### src/rtl/tod_pkg.sv
// Shared register addresses and adjust-word fields for the time-of-day counter.
// Assumes a 32-bit register port.
package tod_pkg;
    typedef enum logic [2:0] {
        TA_NSEC  = 3'd0,
        TA_SECLO = 3'd1,
        TA_SECHI = 3'd2,
        TA_INCNS = 3'd3,
        TA_INCFR = 3'd4,
        TA_ADJ   = 3'd5
    } tod_addr_e;

    localparam int REG_W     = 32;
    localparam int ADJ_SUB_B = 31;
    localparam int ADJ_MAG_W = 30;
endpackage

### src/rtl/tod_step.sv
// Fractional accumulator: turns integer + fractional step into a per-edge ns step.
// Assumes restart pulses on the edge that commits a new step pair.
module tod_step #(
    parameter int INC_NS_W = 8,
    parameter int FRAC_W   = 24
) (
    input  logic                clk,
    input  logic                rst_n,
    input  logic                restart,
    input  logic [INC_NS_W-1:0] inc_ns,
    input  logic [FRAC_W-1:0]   frac,
    output logic [INC_NS_W:0]   step
);
    logic [FRAC_W-1:0] acc_q;
    logic [FRAC_W-1:0] acc_sum;
    logic              carry;

    // Add the fraction and derive this edge's step including the overflow carry.
    always_comb begin
        {carry, acc_sum} = {1'b0, acc_q} + {1'b0, frac};
        step = {1'b0, inc_ns} + {{INC_NS_W{1'b0}}, carry};
    end

    // Hold the fraction remainder; clear it when a new step is committed.
    always_ff @(posedge clk) begin
        if (!rst_n)       acc_q <= '0;
        else if (restart) acc_q <= '0;
        else              acc_q <= acc_sum;
    end
endmodule

### src/rtl/tod_time.sv
// Nanosecond and seconds state with wrap, one-shot signed adjust and direct loads.
// Assumes adjust magnitude below one second and loaded ns values below one second.
module tod_time #(
    parameter int NS_W       = 30,
    parameter int SECHI_W    = 16,
    parameter int INC_NS_W   = 8,
    parameter int NS_PER_SEC = 1_000_000_000
) (
    input  logic                       clk,
    input  logic                       rst_n,
    input  logic [INC_NS_W:0]          step,
    input  logic                       ns_wr,
    input  logic                       lo_wr,
    input  logic                       hi_wr,
    input  logic [31:0]                wr_data,
    input  logic                       adj_wr,
    input  logic                       adj_sub,
    input  logic [tod_pkg::ADJ_MAG_W-1:0] adj_mag,
    output logic [NS_W-1:0]            ns_q,
    output logic [32+SECHI_W-1:0]      sec_q
);
    localparam int SEC_W = 32 + SECHI_W;
    localparam int T_W   = NS_W + 3;
    localparam logic signed [T_W-1:0] NSPS = T_W'(NS_PER_SEC);

    logic signed [T_W-1:0] t_raw, t_fix;
    logic [SEC_W-1:0]      sec_adv;
    logic [NS_W-1:0]       ns_nxt;

    // Sum step and optional signed offset, then fold into one second.
    always_comb begin
        t_raw = $signed({3'b000, ns_q})
              + $signed({{(T_W-INC_NS_W-1){1'b0}}, step});
        if (adj_wr) begin
            if (adj_sub) t_raw = t_raw - $signed({3'b000, adj_mag});
            else         t_raw = t_raw + $signed({3'b000, adj_mag});
        end
        if (t_raw < 0) begin
            t_fix   = t_raw + NSPS;
            sec_adv = sec_q - 1'b1;
        end else if (t_raw >= NSPS) begin
            t_fix   = t_raw - NSPS;
            sec_adv = sec_q + 1'b1;
        end else begin
            t_fix   = t_raw;
            sec_adv = sec_q;
        end
        ns_nxt = t_fix[NS_W-1:0];
    end

    // Register the time; direct register writes override the advance per field.
    always_ff @(posedge clk) begin
        if (!rst_n) begin
            ns_q  <= '0;
            sec_q <= '0;
        end else begin
            ns_q              <= ns_wr ? wr_data[NS_W-1:0] : ns_nxt;
            sec_q[31:0]       <= lo_wr ? wr_data : sec_adv[31:0];
            sec_q[SEC_W-1:32] <= hi_wr ? wr_data[SECHI_W-1:0] : sec_adv[SEC_W-1:32];
        end
    end


    ns_range_chk: assert property (@(posedge clk) disable iff (!rst_n)
        ns_q < NS_W'(NS_PER_SEC));


    frozen_chk: assert property (@(posedge clk) disable iff (!rst_n)
        (step == '0 && !ns_wr && !lo_wr && !hi_wr && !adj_wr)
        |=> ($stable(ns_q) && $stable(sec_q)));


    sec_step_chk: assert property (@(posedge clk) disable iff (!rst_n)
        (!ns_wr && !lo_wr && !hi_wr && !adj_wr)
        |=> (sec_q == $past(sec_q) || sec_q == $past(sec_q) + 1'b1));
endmodule

### src/rtl/tod_regs.sv
// Register decode: step registers with staged fraction, adjust decode, read mux and
// seconds shadow. Assumes at most one register access per cycle on reg_addr.
module tod_regs #(
    parameter int NS_W     = 30,
    parameter int SECHI_W  = 16,
    parameter int INC_NS_W = 8,
    parameter int FRAC_W   = 24
) (
    input  logic                       clk,
    input  logic                       rst_n,
    input  logic [2:0]                 reg_addr,
    input  logic                       wr_en,
    input  logic [31:0]                wr_data,
    input  logic                       rd_en,
    input  logic [NS_W-1:0]            ns_q,
    input  logic [32+SECHI_W-1:0]      sec_q,
    output logic [31:0]                rd_data,
    output logic [INC_NS_W-1:0]        inc_ns,
    output logic [FRAC_W-1:0]          frac_act,
    output logic                       commit,
    output logic                       ns_wr,
    output logic                       lo_wr,
    output logic                       hi_wr,
    output logic                       adj_wr,
    output logic                       adj_sub,
    output logic [tod_pkg::ADJ_MAG_W-1:0] adj_mag
);
    import tod_pkg::*;
    localparam int SEC_W     = 32 + SECHI_W;
    localparam int FRAC_HI_W = FRAC_W - 8;
    localparam int GAP_W     = 32 - FRAC_W;

    logic [FRAC_W-1:0] frac_stage_q;
    logic [FRAC_W-1:0] frac_in;
    logic [SEC_W-1:0]  shadow_q;
    logic              frac_wr;
    logic              snap;

    // Decode write strobes and unpack the split fraction layout.
    always_comb begin
        ns_wr   = wr_en && reg_addr == TA_NSEC;
        lo_wr   = wr_en && reg_addr == TA_SECLO;
        hi_wr   = wr_en && reg_addr == TA_SECHI;
        commit  = wr_en && reg_addr == TA_INCNS;
        frac_wr = wr_en && reg_addr == TA_INCFR;
        adj_wr  = wr_en && reg_addr == TA_ADJ;
        adj_sub = wr_data[ADJ_SUB_B];
        adj_mag = wr_data[ADJ_MAG_W-1:0];
        snap    = rd_en && reg_addr == TA_NSEC;
        frac_in = {wr_data[FRAC_HI_W-1:0], wr_data[31:24]};
    end

    // Hold the step pair; the staged fraction moves to active on an integer write.
    always_ff @(posedge clk) begin
        if (!rst_n) begin
            inc_ns       <= '0;
            frac_stage_q <= '0;
            frac_act     <= '0;
        end else begin
            if (frac_wr) frac_stage_q <= frac_in;
            if (commit) begin
                inc_ns   <= wr_data[INC_NS_W-1:0];
                frac_act <= frac_stage_q;
            end
        end
    end

    // Capture the seconds whenever the nanosecond register is read.
    always_ff @(posedge clk) begin
        if (!rst_n)    shadow_q <= '0;
        else if (snap) shadow_q <= sec_q;
    end

    // Select read data for the addressed register.
    always_comb begin
        case (reg_addr)
            TA_NSEC:  rd_data = {{(32-NS_W){1'b0}}, ns_q};
            TA_SECLO: rd_data = shadow_q[31:0];
            TA_SECHI: rd_data = {{(64-SEC_W){1'b0}}, shadow_q[SEC_W-1:32]};
            TA_INCNS: rd_data = {{(32-INC_NS_W){1'b0}}, inc_ns};
            TA_INCFR: rd_data = {frac_act[7:0], {GAP_W{1'b0}}, frac_act[FRAC_W-1:8]};
            default:  rd_data = '0;
        endcase
    end


    stage_hold_chk: assert property (@(posedge clk) disable iff (!rst_n)
        frac_wr |=> $stable(frac_act));


    snap_chk: assert property (@(posedge clk) disable iff (!rst_n)
        snap |=> (shadow_q == $past(sec_q)));
endmodule

### src/rtl/tod_counter.sv
// Top of the time-of-day counter: wires register decode, step accumulator and time state.
// Assumes software uses the documented time-set order; the high word never latches.
module tod_counter #(
    parameter int NS_W       = 30,
    parameter int SECHI_W    = 16,
    parameter int INC_NS_W   = 8,
    parameter int FRAC_W     = 24,
    parameter int NS_PER_SEC = 1_000_000_000
) (
    input  logic        clk,
    input  logic        rst_n,
    input  logic [2:0]  reg_addr,
    input  logic        wr_en,
    input  logic [31:0] wr_data,
    input  logic        rd_en,
    output logic [31:0] rd_data
);
    localparam int SEC_W = 32 + SECHI_W;

    logic [NS_W-1:0]     ns_q;
    logic [SEC_W-1:0]    sec_q;
    logic [INC_NS_W-1:0] inc_ns;
    logic [FRAC_W-1:0]   frac_act;
    logic [INC_NS_W:0]   step;
    logic                commit, ns_wr, lo_wr, hi_wr, adj_wr, adj_sub;
    logic [tod_pkg::ADJ_MAG_W-1:0] adj_mag;

    tod_regs #(.NS_W(NS_W), .SECHI_W(SECHI_W), .INC_NS_W(INC_NS_W), .FRAC_W(FRAC_W)) u_regs (
        .clk(clk), .rst_n(rst_n), .reg_addr(reg_addr), .wr_en(wr_en), .wr_data(wr_data),
        .rd_en(rd_en), .ns_q(ns_q), .sec_q(sec_q), .rd_data(rd_data), .inc_ns(inc_ns),
        .frac_act(frac_act), .commit(commit), .ns_wr(ns_wr), .lo_wr(lo_wr), .hi_wr(hi_wr),
        .adj_wr(adj_wr), .adj_sub(adj_sub), .adj_mag(adj_mag)
    );

    tod_step #(.INC_NS_W(INC_NS_W), .FRAC_W(FRAC_W)) u_step (
        .clk(clk), .rst_n(rst_n), .restart(commit), .inc_ns(inc_ns), .frac(frac_act),
        .step(step)
    );

    tod_time #(.NS_W(NS_W), .SECHI_W(SECHI_W), .INC_NS_W(INC_NS_W),
               .NS_PER_SEC(NS_PER_SEC)) u_time (
        .clk(clk), .rst_n(rst_n), .step(step), .ns_wr(ns_wr), .lo_wr(lo_wr), .hi_wr(hi_wr),
        .wr_data(wr_data), .adj_wr(adj_wr), .adj_sub(adj_sub), .adj_mag(adj_mag),
        .ns_q(ns_q), .sec_q(sec_q)
    );
endmodule

### config.mk
export PLATFORM = sky130hd
export DESIGN_NAME = tod_counter
export DESIGN_NICKNAME = d
export VERILOG_FILES = /design/src/rtl/tod_pkg.sv /design/src/rtl/tod_step.sv /design/src/rtl/tod_time.sv /design/src/rtl/tod_regs.sv /design/src/rtl/tod_counter.sv
export SDC_FILE = /design/constraint.sdc
export NUM_CORES = 1
export LEC_CHECK = 0
export ABC_CLOCK_PERIOD_IN_PS = 21400
export BUFFER_PORTS_ARGS = -buffer_cell sky130_fd_sc_hd__buf_2
export CORE_UTILIZATION = 55
export DETAILED_ROUTE_END_ITERATION = 7
export PLACE_DENSITY = 0.84
export SYNTH_ARGS = -nofsm -noshare
export SYNTH_HDL_FRONTEND = slang
export SYNTH_SLANG_ARGS = --single-unit
### constraint.sdc
create_clock -name clk -period 21.4 [get_ports clk]
set_input_delay 4.28 -clock clk [delete_from_list [all_inputs] [get_ports clk]]
set_output_delay 4.28 -clock clk [all_outputs]
set_load 0.1 [all_outputs]
==> run summary <==
The run finished with clean final reports. The finished layout holds 2849 standard cells, fillers aside. The run gives 206 as the CTS sink count. The most common cell in the synthesized netlist is sky130_fd_sc_hd__nand2_1.

Data on the critical path is required at its endpoint by 21.76 ns. Ranked by total cell area, the synthesized netlist is headed by sky130_fd_sc_hd__dfxtp_1, sky130_fd_sc_hd__ha_1, sky130_fd_sc_hd__a21oi_1. The share of Yosys cell area claimed by the top area cell type came out at 23.0%.

The worst setup path is launched from a flop. The routed design has 62500 um of wire. The analysis attributes to cell leakage a power of 7.98 nW. The run gives 0.975 as the last weighted congestion value of the routability-driven placer. Root buffer cell: sky130_fd_sc_hd__clkbuf_16. Setup violations remaining at the end of the flow were counted as 0. Measured against its own limit, the worst slew margin works out to 22.6%. OpenSTA, run right after detailed placement, puts the worst setup slack at 8.89 ns. The mean area per synthesized cell is 7.40 sq um, and the total internal power is 0.681 mW. The start-to-end type of the worst setup path is flop to flop. The run gives 39.3% as the share of total power in sequential cells.

Clock-pin slew was measured on the worst setup and hold paths at 0.07 ns. Summed over all nets, wire length on met2 after detailed routing comes to 28000 um. The longest clock path from root to sink contains 3 buffers.

On the final layout, the worst clock skew is 0.0219 ns. Of all nets on the critical path, the largest fanout is 47. The register bit total from synthesis is 206. The first TritonRoute pass finished after 7 iterations. After layout, the minimum clock period comes to 12.81 ns.

The total overflow reported by the global router is 0. The commonest cells after synthesis are sky130_fd_sc_hd__nand2_1, sky130_fd_sc_hd__a21oi_1, sky130_fd_sc_hd__dfxtp_1. Derived from the worst setup path, the maximum achievable clock frequency is 78.1 MHz. Summed over all failing endpoints, the final setup total negative slack is 0 ns. Detailed routing inserted a total of 18500 vias. The biggest area contributor in the post-synthesis netlist is sky130_fd_sc_hd__dfxtp_1. The run gives 0 as the initial antenna violation count. Detailed placement ended at an HPWL of 46800 um. At the pin with the least slew margin, the transition time is 1.16 ns.

Fraction of power spent switching nets: 34.8%. The dominant cell type by count on the critical path was sky130_fd_sc_hd__a21oi_1. The tools report the level count of the clock H-tree as 1. The kind of end point of the critical path is a flop.

The run gives 1687 as the starting DRC count in detailed routing. The number of enable flip-flop cells after synthesis is 0. Dividing the detail-routed wire length by the instance count gives 21.9 um. For the number of antenna cells inserted, the log shows 0. The floorplan step set the die height to 182 um. Fraction of power consumed by the clock network: 33.8%. For this design the total switching power over the nets is 0.363 mW. The clock latency on the worst-skew pair is 0.52 ns. The final critical path takes up 59.9% of the cycle.

The first global-routing pass estimated 97000 um of wire. For this run, the post-layout net count is 2600. Data on the critical path arrives at its endpoint at 13.17 ns.

TritonCTS built the clock tree. The core region is 0.0318 sq mm. In this design, the stage delay of the slowest critical-path cell is 0.78 ns.

Counting tap cells, the placed design contains a total of 2815 instances. The logs give 0 for the number of nets still failing antenna checks after routing and 65 for the row count. The tools report the total track usage as 37.0%.

The tools report the hold buffer count at cts as 0. Yosys printed 0 warnings. The logs give 0 for the post-CTS setup buffer count and 0 for the number of design rule violations left after detail routing. The worst min-delay path category was flop to flop. The ratio of cells with drive above 1 in the final layout is 7.25%, and the maximum ir drop on the vdd rail is 56.8 uV. The slowest stage of the critical path belongs to the cell sky130_fd_sc_hd__or4b_1. In the routed layout, each cell is associated on average with a via count of 6.51. The tools report the sequential cell area fraction in the yosys report as 23.0%.

Entering global routing, the biggest net connects 104 pins. In the final layout, the multi-input gates occupy 0.0129 sq mm. 71 I/O pins were placed.

The max-slew violation count is 0. The most common flop cell mapped by yosys is sky130_fd_sc_hd__dfxtp_1. Counting the buffers created by CTS gives 20.

The layout has 2857 filler cells. Input and output buffers added on the ports amount to 70. The tools report the number of resized instances in the post-cts repair step as 0.

Across the run, the number of max-cap violations was 0. Count of unique library cells instantiated by Yosys: 97. Synthesis produced a netlist whose cell count is 2417. In the final routing, the length of wire on met1 measures 24300 um. The area growth from synthesis to layout is 6.36%. The logs give 2615 for the synthesized netlist net count and 5720 um for the routed wire length on met3. The detailed router used layers up to and including met4.

The share of flip-flops with an asynchronous set or reset after synthesis was 0%; the horizontal die dimension was 182 um. The final-report hold violation count came out at 0. Setup repair after global routing left no endpoint under its margin. The die covers 0.0333 sq mm. Power density of the placed cells: 54.9 mW/mm^2. Registers take 0.00412 sq mm.

The starting utilization of the core area is 56.3%. Summing every instance area after synthesis gives 0.0179 sq mm. Combinational logic is responsible for 26.8% of the overall power.

The tools report the smallest setup slack after layout as 8.59 ns. For the via count of the first global-routing pass, the log shows 17600.
==> state kept, by name (all words and copies together), names as in the netlist <==
| signal | cells |
|---|---|
| u_regs.shadow_q | 48 |
| u_time.sec_q | 48 |
| u_time.ns_q | 30 |
| u_regs.frac_act | 24 |
| u_regs.frac_stage_q | 24 |
| u_step.acc_q | 24 |
| u_regs.inc_ns | 8 |
==> layer usage <==
metal  global-route usage, %  vias to the layer above
met5                       0                        -
met4                    24.1                        0
met3                    6.45                      265
met2                    60.5                      937
met1                    44.9                     8682
li1                        -                     8659
==> metrics by stage <==
step	instance area, sq um	util [%]	hold slack (ns)	total power [mW]
after floorplan	17900	-	0.432	0.610
after global placement	18400	57.8	0.435	0.687
after detailed placement	18400	57.8	0.445	0.689
after CTS	19000	59.8	0.454	1.04
after global routing	19000	59.8	0.472	1.08
final	19000	59.8	0.453	1.04
==> critical path, delay by kind of cell (launching register included) <==
kind	cells	cell delay [ns]
AOI/OAI and AO/OA	30	6.19
and+or+nand+nor	8	2.72
adders and majority gates	5	1.92
buffers and inverters	2	0.91
xor gates and xnor gates	2	0.51
DFF	1	0.33
==> power groups by stage <==
| stage | Combinational [mW] | Clock, mW | Sequential, mW |
|---|---|---|---|
| after global routing | 0.303 | 0.370 | 0.411 |
| final | 0.280 | 0.353 | 0.411 |
| after detailed placement | 0.270 | 0 | 0.418 |
| after CTS | 0.272 | 0.356 | 0.410 |
| after floorplan | 0.200 | 0 | 0.410 |
| after global placement | 0.269 | 0 | 0.418 |
==> cells by family after synthesis <==
| group | count (synthesis) | share of synthesized area [%] |
|---|---|---|
| adders and majority gates | 159 | 11.4 |
| muxes | 76 | 4.29 |
| AOI/OAI and AO/OA | 826 | 28.9 |
| and+or+nand+nor | 797 | 20.9 |
| xor gates and xnor gates | 131 | 6.41 |
| buffers and inverters | 222 | 5.14 |
| DFF | 206 | 23.0 |
==> placed cells by master, fill, tap and decap left out, types with 11 or more instances in the layout <==
master,n
sky130_fd_sc_hd__o21a_1,23
sky130_fd_sc_hd__nor3_1,38
sky130_fd_sc_hd__xnor2_1,86
sky130_fd_sc_hd__o21ai_0,158
sky130_fd_sc_hd__o21bai_1,19
sky130_fd_sc_hd__a211oi_1,31
sky130_fd_sc_hd__a31oi_1,31
sky130_fd_sc_hd__nor2_1,190
sky130_fd_sc_hd__buf_4,20
sky130_fd_sc_hd__nor4_1,12
sky130_fd_sc_hd__dfxtp_1,206
sky130_fd_sc_hd__nor2b_1,41
sky130_fd_sc_hd__nand2b_1,25
sky130_fd_sc_hd__o21ai_1,15
sky130_fd_sc_hd__and2_1,11
sky130_fd_sc_hd__inv_1,92
sky130_fd_sc_hd__o211ai_1,30
sky130_fd_sc_hd__o22ai_1,12
sky130_fd_sc_hd__nand4_1,17
sky130_fd_sc_hd__a21o_1,51
sky130_fd_sc_hd__mux2i_1,73
sky130_fd_sc_hd__xor2_1,45
sky130_fd_sc_hd__ha_1,153
sky130_fd_sc_hd__or3_1,15
sky130_fd_sc_hd__nand2_1,314
sky130_fd_sc_hd__or2_2,16
sky130_fd_sc_hd__a21oi_1,312
sky130_fd_sc_hd__o31ai_1,15
sky130_fd_sc_hd__nand3_1,47
sky130_fd_sc_hd__and3_1,26
sky130_fd_sc_hd__clkbuf_16,20
sky130_fd_sc_hd__a22oi_1,14
sky130_fd_sc_hd__buf_2,70
==> final cells by class <==
class | count | share of cell area (%)
clock buffers | 28 | 3.10
clock inverters | 6 | 0.250
inverters | 95 | 1.88
multi-input cells | 1989 | 67.6
flip-flops and latches | 206 | 21.7
well taps | 435 | 2.86
repair buffers | 90 | 2.63
==> worst paths after layout <==
| path | depth (start not counted) | startpoint | endpoint | slack, ns |
|---|---|---|---|---|
| worst min-delay path | 2 | u_regs.frac_stage_q[5]$_SDFFE_PN0P_ | u_regs.frac_act[5]$_SDFFE_PN0P_ | 0.45 |
| worst min register to register | 2 | u_regs.frac_stage_q[5]$_SDFFE_PN0P_ | u_regs.frac_act[5]$_SDFFE_PN0P_ | 0.45 |
| worst max register to register | 47 | u_regs.frac_act[0]$_SDFFE_PN0P_ | u_time.sec_q[46]$_SDFFE_PN0P_ | 8.59 |
| worst max-delay path | 47 | u_regs.frac_act[0]$_SDFFE_PN0P_ | u_time.sec_q[46]$_SDFFE_PN0P_ | 8.59 |
Note: power is estimated with default switching activity, not from simulation.
